### config.mk
export PLATFORM = sky130hd
export DESIGN_NAME = uart_irq_ctrl
export DESIGN_NICKNAME = d
export VERILOG_FILES = /design/src/rtl/uart_irq_pkg.sv /design/src/rtl/uart_irq_level.sv /design/src/rtl/uart_irq_rxto.sv /design/src/rtl/uart_irq_modem.sv /design/src/rtl/uart_irq_ctrl.sv
export SDC_FILE = /design/constraint.sdc
export NUM_CORES = 1
export LEC_CHECK = 0
export ABC_CLOCK_PERIOD_IN_PS = 1980
export CORE_MARGIN = 4
export CORE_UTILIZATION = 32
export CTS_CLUSTER_SIZE = 20
export DETAILED_ROUTE_END_ITERATION = 6
export DONT_BUFFER_PORTS = 1
export PLACE_DENSITY = 0.56
export SLEW_MARGIN = 20
export SYNTH_ARGS = -nofsm -noshare
export SYNTH_HDL_FRONTEND = slang
export SYNTH_SLANG_ARGS = --single-unit
### constraint.sdc
create_clock -name clk -period 1.98 [get_ports clk]
set_input_delay 0.099 -clock clk [delete_from_list [all_inputs] [get_ports clk]]
set_output_delay 0.099 -clock clk [all_outputs]
set_load 0.02 [all_outputs]
### src/rtl/uart_irq_pkg.sv
package uart_irq_pkg;

   localparam int unsigned SRC_N = 11;

   // source bit positions, shared by mask, raw, masked and clear views
   localparam int unsigned SRC_RI  = 0;
   localparam int unsigned SRC_CTS = 1;
   localparam int unsigned SRC_DCD = 2;
   localparam int unsigned SRC_DSR = 3;
   localparam int unsigned SRC_RX  = 4;
   localparam int unsigned SRC_TX  = 5;
   localparam int unsigned SRC_RTO = 6;
   localparam int unsigned SRC_FE  = 7;
   localparam int unsigned SRC_PE  = 8;
   localparam int unsigned SRC_BE  = 9;
   localparam int unsigned SRC_OE  = 10;

   // register byte addresses
   localparam logic [7:0] ADR_LVL = 8'h34;
   localparam logic [7:0] ADR_MSK = 8'h38;
   localparam logic [7:0] ADR_RAW = 8'h3C;
   localparam logic [7:0] ADR_MIS = 8'h40;
   localparam logic [7:0] ADR_CLR = 8'h44;

   localparam logic [5:0] LVL_RESET = 6'b010_010;

   // trigger threshold in entries for a 3-bit code; codes above 4 act as 4
   function automatic int unsigned trig_thresh(input logic [2:0] code,
                                               input int unsigned depth);
      case (code)
         3'd0:    trig_thresh = depth / 8;
         3'd1:    trig_thresh = depth / 4;
         3'd2:    trig_thresh = depth / 2;
         3'd3:    trig_thresh = (depth * 3) / 4;
         default: trig_thresh = (depth * 7) / 8;
      endcase
   endfunction

endpackage

### src/rtl/uart_irq_level.sv
module uart_irq_level
   import uart_irq_pkg::*;
#(
   parameter int unsigned DEPTH      = 16,
   parameter int unsigned CNT_W      = $clog2(DEPTH + 1),
   parameter bit          RISE_ABOVE = 1'b1,
   parameter bit          HIT_INIT   = 1'b0
) (
   input  logic             clk,
   input  logic             rst_n,
   input  logic [2:0]       code,
   input  logic [CNT_W-1:0] occ,
   output logic             hit,
   output logic             hit_rise
);

   logic [CNT_W-1:0] thr;
   logic             hit_q;

   assign thr = CNT_W'(trig_thresh(code, DEPTH));

   generate
      if (RISE_ABOVE) begin : g_above
         assign hit = (occ >= thr);
      end else begin : g_below
         assign hit = (occ <= thr);
      end
   endgenerate

   always_ff @(posedge clk or negedge rst_n) begin
      if (!rst_n) hit_q <= HIT_INIT;
      else        hit_q <= hit;
   end

   assign hit_rise = hit && !hit_q;

endmodule

### src/rtl/uart_irq_rxto.sv
module uart_irq_rxto #(
   parameter int unsigned LIMIT = 32,
   parameter int unsigned CW    = $clog2(LIMIT + 1)
) (
   input  logic clk,
   input  logic rst_n,
   input  logic nonempty,
   input  logic push,
   input  logic pop,
   input  logic tick,
   output logic fire,
   output logic cancel
);

   logic [CW-1:0] cnt_q;

   assign cancel = push || pop || !nonempty;
   assign fire   = tick && !cancel && (cnt_q == CW'(LIMIT - 1));

   always_ff @(posedge clk or negedge rst_n) begin
      if (!rst_n)                             cnt_q <= '0;
      else if (cancel)                        cnt_q <= '0;
      else if (tick && cnt_q != CW'(LIMIT))   cnt_q <= cnt_q + 1'b1;
   end


   to_cnt_bound_chk: assert property (@(posedge clk) disable iff (!rst_n)
      cnt_q <= CW'(LIMIT));


   to_restart_chk: assert property (@(posedge clk) disable iff (!rst_n)
      (push || pop) |=> (cnt_q == '0));

endmodule

### src/rtl/uart_irq_modem.sv
module uart_irq_modem #(
   parameter int unsigned LINES = 4
) (
   input  logic             clk,
   input  logic             rst_n,
   input  logic [LINES-1:0] lines_in,
   output logic [LINES-1:0] edge_o
);

   generate
      for (genvar i = 0; i < LINES; i++) begin : g_line
         logic s1_q, s2_q, prev_q;
         always_ff @(posedge clk or negedge rst_n) begin
            if (!rst_n) begin
               s1_q   <= 1'b0;
               s2_q   <= 1'b0;
               prev_q <= 1'b0;
            end else begin
               s1_q   <= lines_in[i];
               s2_q   <= s1_q;
               prev_q <= s2_q;
            end
         end
         assign edge_o[i] = s2_q ^ prev_q;
      end
   endgenerate

endmodule

### src/rtl/uart_irq_ctrl.sv
module uart_irq_ctrl
   import uart_irq_pkg::*;
#(
   parameter int unsigned DEPTH        = 16,
   parameter int unsigned TIMEOUT_BITS = 32,
   parameter int unsigned LVL_W        = $clog2(DEPTH + 1)
) (
   input  logic             clk,
   input  logic             rst_n,
   input  logic             reg_wr,
   input  logic [7:0]       reg_addr,
   input  logic [SRC_N-1:0] reg_wdata,
   output logic [SRC_N-1:0] reg_rdata,
   input  logic [LVL_W-1:0] rx_level,
   input  logic [LVL_W-1:0] tx_level,
   input  logic             rx_push,
   input  logic [3:0]       rx_flags,
   input  logic             rx_pop,
   input  logic             baud_tick,
   input  logic [3:0]       modem_in,
   output logic             irq
);

   localparam int unsigned MDM_N = 4;

   generate
      if (DEPTH < 8 || (DEPTH % 8) != 0) begin : g_bad_depth
         $error("DEPTH must be a non-zero multiple of 8");
      end
      if (TIMEOUT_BITS < 2) begin : g_bad_to
         $error("TIMEOUT_BITS must be at least 2");
      end
   endgenerate

   logic [5:0]       lvl_q;
   logic [SRC_N-1:0] mask_q, raw_q, raw_d, set_v, clr_v, mis;
   logic             rx_hit, rx_rise, tx_hit, tx_rise;
   logic             to_fire, to_cancel;
   logic [MDM_N-1:0] mdm_edge;

   uart_irq_level #(.DEPTH(DEPTH), .CNT_W(LVL_W), .RISE_ABOVE(1'b1), .HIT_INIT(1'b0))
   u_rx_lvl (
      .clk(clk), .rst_n(rst_n), .code(lvl_q[5:3]), .occ(rx_level),
      .hit(rx_hit), .hit_rise(rx_rise)
   );

   uart_irq_level #(.DEPTH(DEPTH), .CNT_W(LVL_W), .RISE_ABOVE(1'b0), .HIT_INIT(1'b1))
   u_tx_lvl (
      .clk(clk), .rst_n(rst_n), .code(lvl_q[2:0]), .occ(tx_level),
      .hit(tx_hit), .hit_rise(tx_rise)
   );

   uart_irq_rxto #(.LIMIT(TIMEOUT_BITS)) u_rxto (
      .clk(clk), .rst_n(rst_n), .nonempty(rx_level != '0),
      .push(rx_push), .pop(rx_pop), .tick(baud_tick),
      .fire(to_fire), .cancel(to_cancel)
   );

   uart_irq_modem #(.LINES(MDM_N)) u_modem (
      .clk(clk), .rst_n(rst_n), .lines_in(modem_in), .edge_o(mdm_edge)
   );

   // set events per source
   always_comb begin
      set_v          = '0;
      set_v[SRC_OE]  = rx_push && rx_flags[3];
      set_v[SRC_BE]  = rx_push && rx_flags[2];
      set_v[SRC_PE]  = rx_push && rx_flags[1];
      set_v[SRC_FE]  = rx_push && rx_flags[0];
      set_v[SRC_RTO] = to_fire;
      set_v[SRC_TX]  = tx_rise;
      set_v[SRC_RX]  = rx_rise;
      set_v[SRC_DSR:SRC_RI] = mdm_edge;
   end

   assign clr_v = (reg_wr && reg_addr == ADR_CLR) ? reg_wdata : '0;

   always_comb begin
      raw_d = set_v | (raw_q & ~clr_v);
      raw_d[SRC_RX]  = rx_rise || (raw_q[SRC_RX] && !clr_v[SRC_RX] && rx_hit);
      raw_d[SRC_TX]  = tx_rise || (raw_q[SRC_TX] && !clr_v[SRC_TX] && tx_hit);
      raw_d[SRC_RTO] = to_fire || (raw_q[SRC_RTO] && !clr_v[SRC_RTO] && !to_cancel);
   end

   always_ff @(posedge clk or negedge rst_n) begin
      if (!rst_n) begin
         lvl_q  <= LVL_RESET;
         mask_q <= '0;
         raw_q  <= '0;
      end else begin
         raw_q <= raw_d;
         if (reg_wr && reg_addr == ADR_LVL) lvl_q  <= reg_wdata[5:0];
         if (reg_wr && reg_addr == ADR_MSK) mask_q <= reg_wdata;
      end
   end

   assign mis = raw_q & mask_q;
   assign irq = |mis;

   always_comb begin
      case (reg_addr)
         ADR_LVL: reg_rdata = {{(SRC_N-6){1'b0}}, lvl_q};
         ADR_MSK: reg_rdata = mask_q;
         ADR_RAW: reg_rdata = raw_q;
         ADR_MIS: reg_rdata = mis;
         default: reg_rdata = '0;
      endcase
   end


   irq_needs_mask_chk: assert property (@(posedge clk) disable iff (!rst_n)
      irq |-> (mask_q != '0));


   oe_clear_chk: assert property (@(posedge clk) disable iff (!rst_n)
      (reg_wr && reg_addr == ADR_CLR && reg_wdata[SRC_OE] && !(rx_push && rx_flags[3]))
      |=> !raw_q[SRC_OE]);


   rx_rise_chk: assert property (@(posedge clk) disable iff (!rst_n)
      $rose(raw_q[SRC_RX]) |-> $past(rx_hit));


   tx_rise_chk: assert property (@(posedge clk) disable iff (!rst_n)
      $rose(raw_q[SRC_TX]) |-> $past(tx_hit));


   cts_edge_chk: assert property (@(posedge clk) disable iff (!rst_n)
      $rose(raw_q[SRC_CTS]) |-> $past(mdm_edge[1]));

endmodule

==> impl_metrics.env <==
export IMPL_layout_nets=296
export IMPL_clockRootBuffer="clkbuf_8"
export IMPL_clk_pin_slew_ps=100
export IMPL_layout_drive_gt1_share=0.199
export IMPL_grt_pass1_vias=1732
export IMPL_synth_fp_nets=261
export IMPL_antenna_found_initial=0
export IMPL_cts_sinks=48
export IMPL_dieArea_sq_mm=0.00898
export IMPL_crit_path_top_delay_cell="dfstp_2"
export IMPL_crit_family="compound AO/OA/AOI/OAI gates"
export IMPL_p_per_area_mw_per_mm2=637
export IMPL_fill_cells=722
export IMPL_maxCapViolCount=0
export IMPL_critPathLaunch="lvl_q[1]"
export IMPL_clk_path_buf_depth=2
export IMPL_rsz0062_at_grt="no"
export IMPL_synth_commonest_cells="dfrtp_1, nand2_1, mux2_2, nor2_1, o22ai_1"
export IMPL_synth_compound_area_frac=0.119
export IMPL_finalWirelength_um=5610
export IMPL_core_area_sq_mm=0.00729
export IMPL_synthXorXnorAreaFrac=0.0255
export IMPL_synthFlopType="dfrtp_1"
export IMPL_cpPeakStageDelay_ps=560
export IMPL_area_growth_syn_to_layout_pct=20.9
export IMPL_synth_cells=210
export IMPL_min_period_ps=1660
export IMPL_avgSynthCellArea_sq_um=11.5
export IMPL_yosysMostFrequentCell="dfrtp_1"
export IMPL_fin_skew_ps=14.8
export IMPL_routedWlPerCell_um=16.3
export IMPL_crit_end="raw_q[5]"
export IMPL_yosysWarningCount=0
export IMPL_cp_num_cells=6
export IMPL_synth_simple_area_share=0.151
export IMPL_die_y_um=94.8
export IMPL_crit_type="reg -> reg"
export IMPL_hpwl_um=4040
export IMPL_yosys_area_top_type_share=0.468
export IMPL_synth_fa_ha_area_frac=0.0416
export IMPL_worstPathMaxFanout=4
export IMPL_crit_path_start_kind="register"
export IMPL_vias=1707
export IMPL_critPathArrivalTime_ps=1890
export IMPL_reg2reg_to="raw_q[5]"
export IMPL_cts_tree="yes"
export IMPL_synth_async_reset_ratio=1.00
export IMPL_synth_mux_area_frac=0.132
export IMPL_ys_ff_latch=48
export IMPL_cts_htree_levels=2
export IMPL_ys_seq_area_frac=0.500
export IMPL_finalPower_w=0.00185
export IMPL_synth_top_family_by_area="simple AND/OR/NAND/NOR gates"
export IMPL_ir_worst_vdd_v=0.000266
export IMPL_synth_area_top_cells="dfrtp_1, mux2_2, ha_1, nand2_1, dfstp_2"
export IMPL_setup_viol=0
export IMPL_seqCellArea_sq_mm=0.00120
export IMPL_ant_nets=0
export IMPL_finalHoldViolCount=0
export IMPL_regToRegSetupSlack_ps=320
export IMPL_drt_iter0_markers=105
export IMPL_synth_top_cell_by_area="dfrtp_1"
export IMPL_setup_tns_ps=0
export IMPL_port_buffer_count=0
export IMPL_worst_pin_slew_ps=545
export IMPL_max_freq_mhz=602
export IMPL_period_share=0.838
export IMPL_multi_input_area_sq_mm=0.00113
export IMPL_maxSlewHeadroom=0.642
export IMPL_clk_latency_ps=310
export IMPL_netlist_area_sq_mm=0.00241
export IMPL_min_path_type="in -> reg"
export IMPL_crit_chain="o21bai_1, ha_1, nand2_1, o32a_1, a21oi_1, a21boi_0"
export IMPL_rows=31
export IMPL_antenna_cells=0
export IMPL_die_x_um=94.8
export IMPL_hold_path_depth=2
export IMPL_reg2reg_from="lvl_q[1]"
export IMPL_drc=0
export IMPL_viasPerCell=4.95
export IMPL_leakage_nw=1.20
export IMPL_drv_slew=0
export IMPL_gr_total_overflow=0
export IMPL_grt_use_total=0.129
export IMPL_grt_max_degree=49
export IMPL_place_gp_congestion=0.766
export IMPL_firstDrtPassIters=4
export IMPL_start_util=0.330
export IMPL_synth_edf_count=0
export IMPL_numCtsBuffers=5
export IMPL_worst_endpoint_required_ps=2210
export IMPL_synth_cell_types=43
export IMPL_crit_path_end_kind="register"
export IMPL_status="completed"
export IMPL_ios=55
export IMPL_grt_pass1_wl_um=8980
export IMPL_path_buf_inv=0
export IMPL_post_cts_setup_buffers=0
export IMPL_ff2ff_path_depth=6
[kinds of logic (layout without fill, tap and decap cells)]
family	count (synthesis)	count (layout)
xor gates and xnor gates	7	7
DFF	48	48
buffers and inverters	12	48
muxes	29	29
AOI/OAI and AO/OA	41	41
adders and majority gates	8	8
and+or+nand+nor	65	65
[per-stage QoR]
step,hold slack [ps],utilization,setup WS [ps],std cells,cell area (sq um)
4_1_cts,2.35,0.399,294,345,2910
5_1_grt,16.7,0.399,180,345,2910
2_1_floorplan,-197,-,424,210,2410
3_3_place_gp,-195,0.348,375,310,2540
3_5_place_dp,-196,0.348,316,310,2540
6_report,9.51,0.399,320,345,2910
[routing by layer]
metal	track usage	vias up	part of all wire
li1	-	833	-
met1	0.183	828	0.49
met2	0.192	37	0.44
met3	0.0319	9	0.049
met4	0.0409	0	0.016
met5	0	-	0
[final cells by class]
cell class | instances | share of cell area
multi-input combinational | 150 | 0.388
sequential | 48 | 0.414
timing repair buffer | 35 | 0.119
clock buffer | 5 | 0.0236
inverter | 5 | 0.00644
tap | 99 | 0.0425
clock inverter | 3 | 0.00644
[power by group]
group	internal [W]	total, W	switching [W]
clock	0.000247	0.000590	0.000343
sequential	0.00102	0.00105	0.0000254
combinational	0.000115	0.000217	0.000101
[repair_timing]
| action | CTS | global route |
|---|---|---|
| gates resized for setup | 0 | 0 |
| hold buffers | 27 | 0 |
| endpoints found under the hold margin | 80 | 0 |
[registers in the layout, summed over array words and instances, names as in the netlist]
| name | count |
|---|---|
| lvl_q | 6 |
| u_modem.g_line.prev_q | 4 |
| u_tx_lvl.hit_q | 1 |
| u_rxto.cnt_q | 6 |
| mask_q | 11 |
| u_modem.g_line.s1_q | 4 |
| u_rx_lvl.hit_q | 1 |
| raw_q | 11 |
| u_modem.g_line.s2_q | 4 |
[worst min path at each step]
stage	from	endpoint	slack (ps)
after global routing	tx_level[0]	u_tx_lvl.hit_q	20
after floorplan	rst_n	lvl_q[0]	-200
after CTS	tx_level[0]	u_tx_lvl.hit_q	2
after global placement	rst_n	raw_q[9]	-200
after detailed placement	rst_n	raw_q[9]	-200
final	tx_level[0]	u_tx_lvl.hit_q	10
[worst register-to-register path, cell delays in order, from the launching register on]
cell and delay [ps]:
dfstp_2 560, o21bai_1 80, ha_1 270, nand2_1 50, o32a_1 280, a21oi_1 170, a21boi_0 190
[placed cells by master, fill, tap and decap left out, types with 2 or more instances in the layout]
master and instances:
o21ai_0 6, nand4_1 6, o21bai_1 2, mux2i_1 6, nand2b_1 2, dfstp_2 3, mux2_2 22, inv_1 5
a21oi_1 3, xor2_1 6, nand2_1 26, clkbuf_8 5, a21o_1 4, a22oi_1 6, dlygate4sd3_1 26, clkinv_2 2
ha_1 8, nor2b_1 2, o22ai_1 11, nor2_1 13, buf_4 8, dfrtp_1 45, nand3_1 3, a22o_1 4
nor3_4 2
Power figures use the tool's default switching activity.
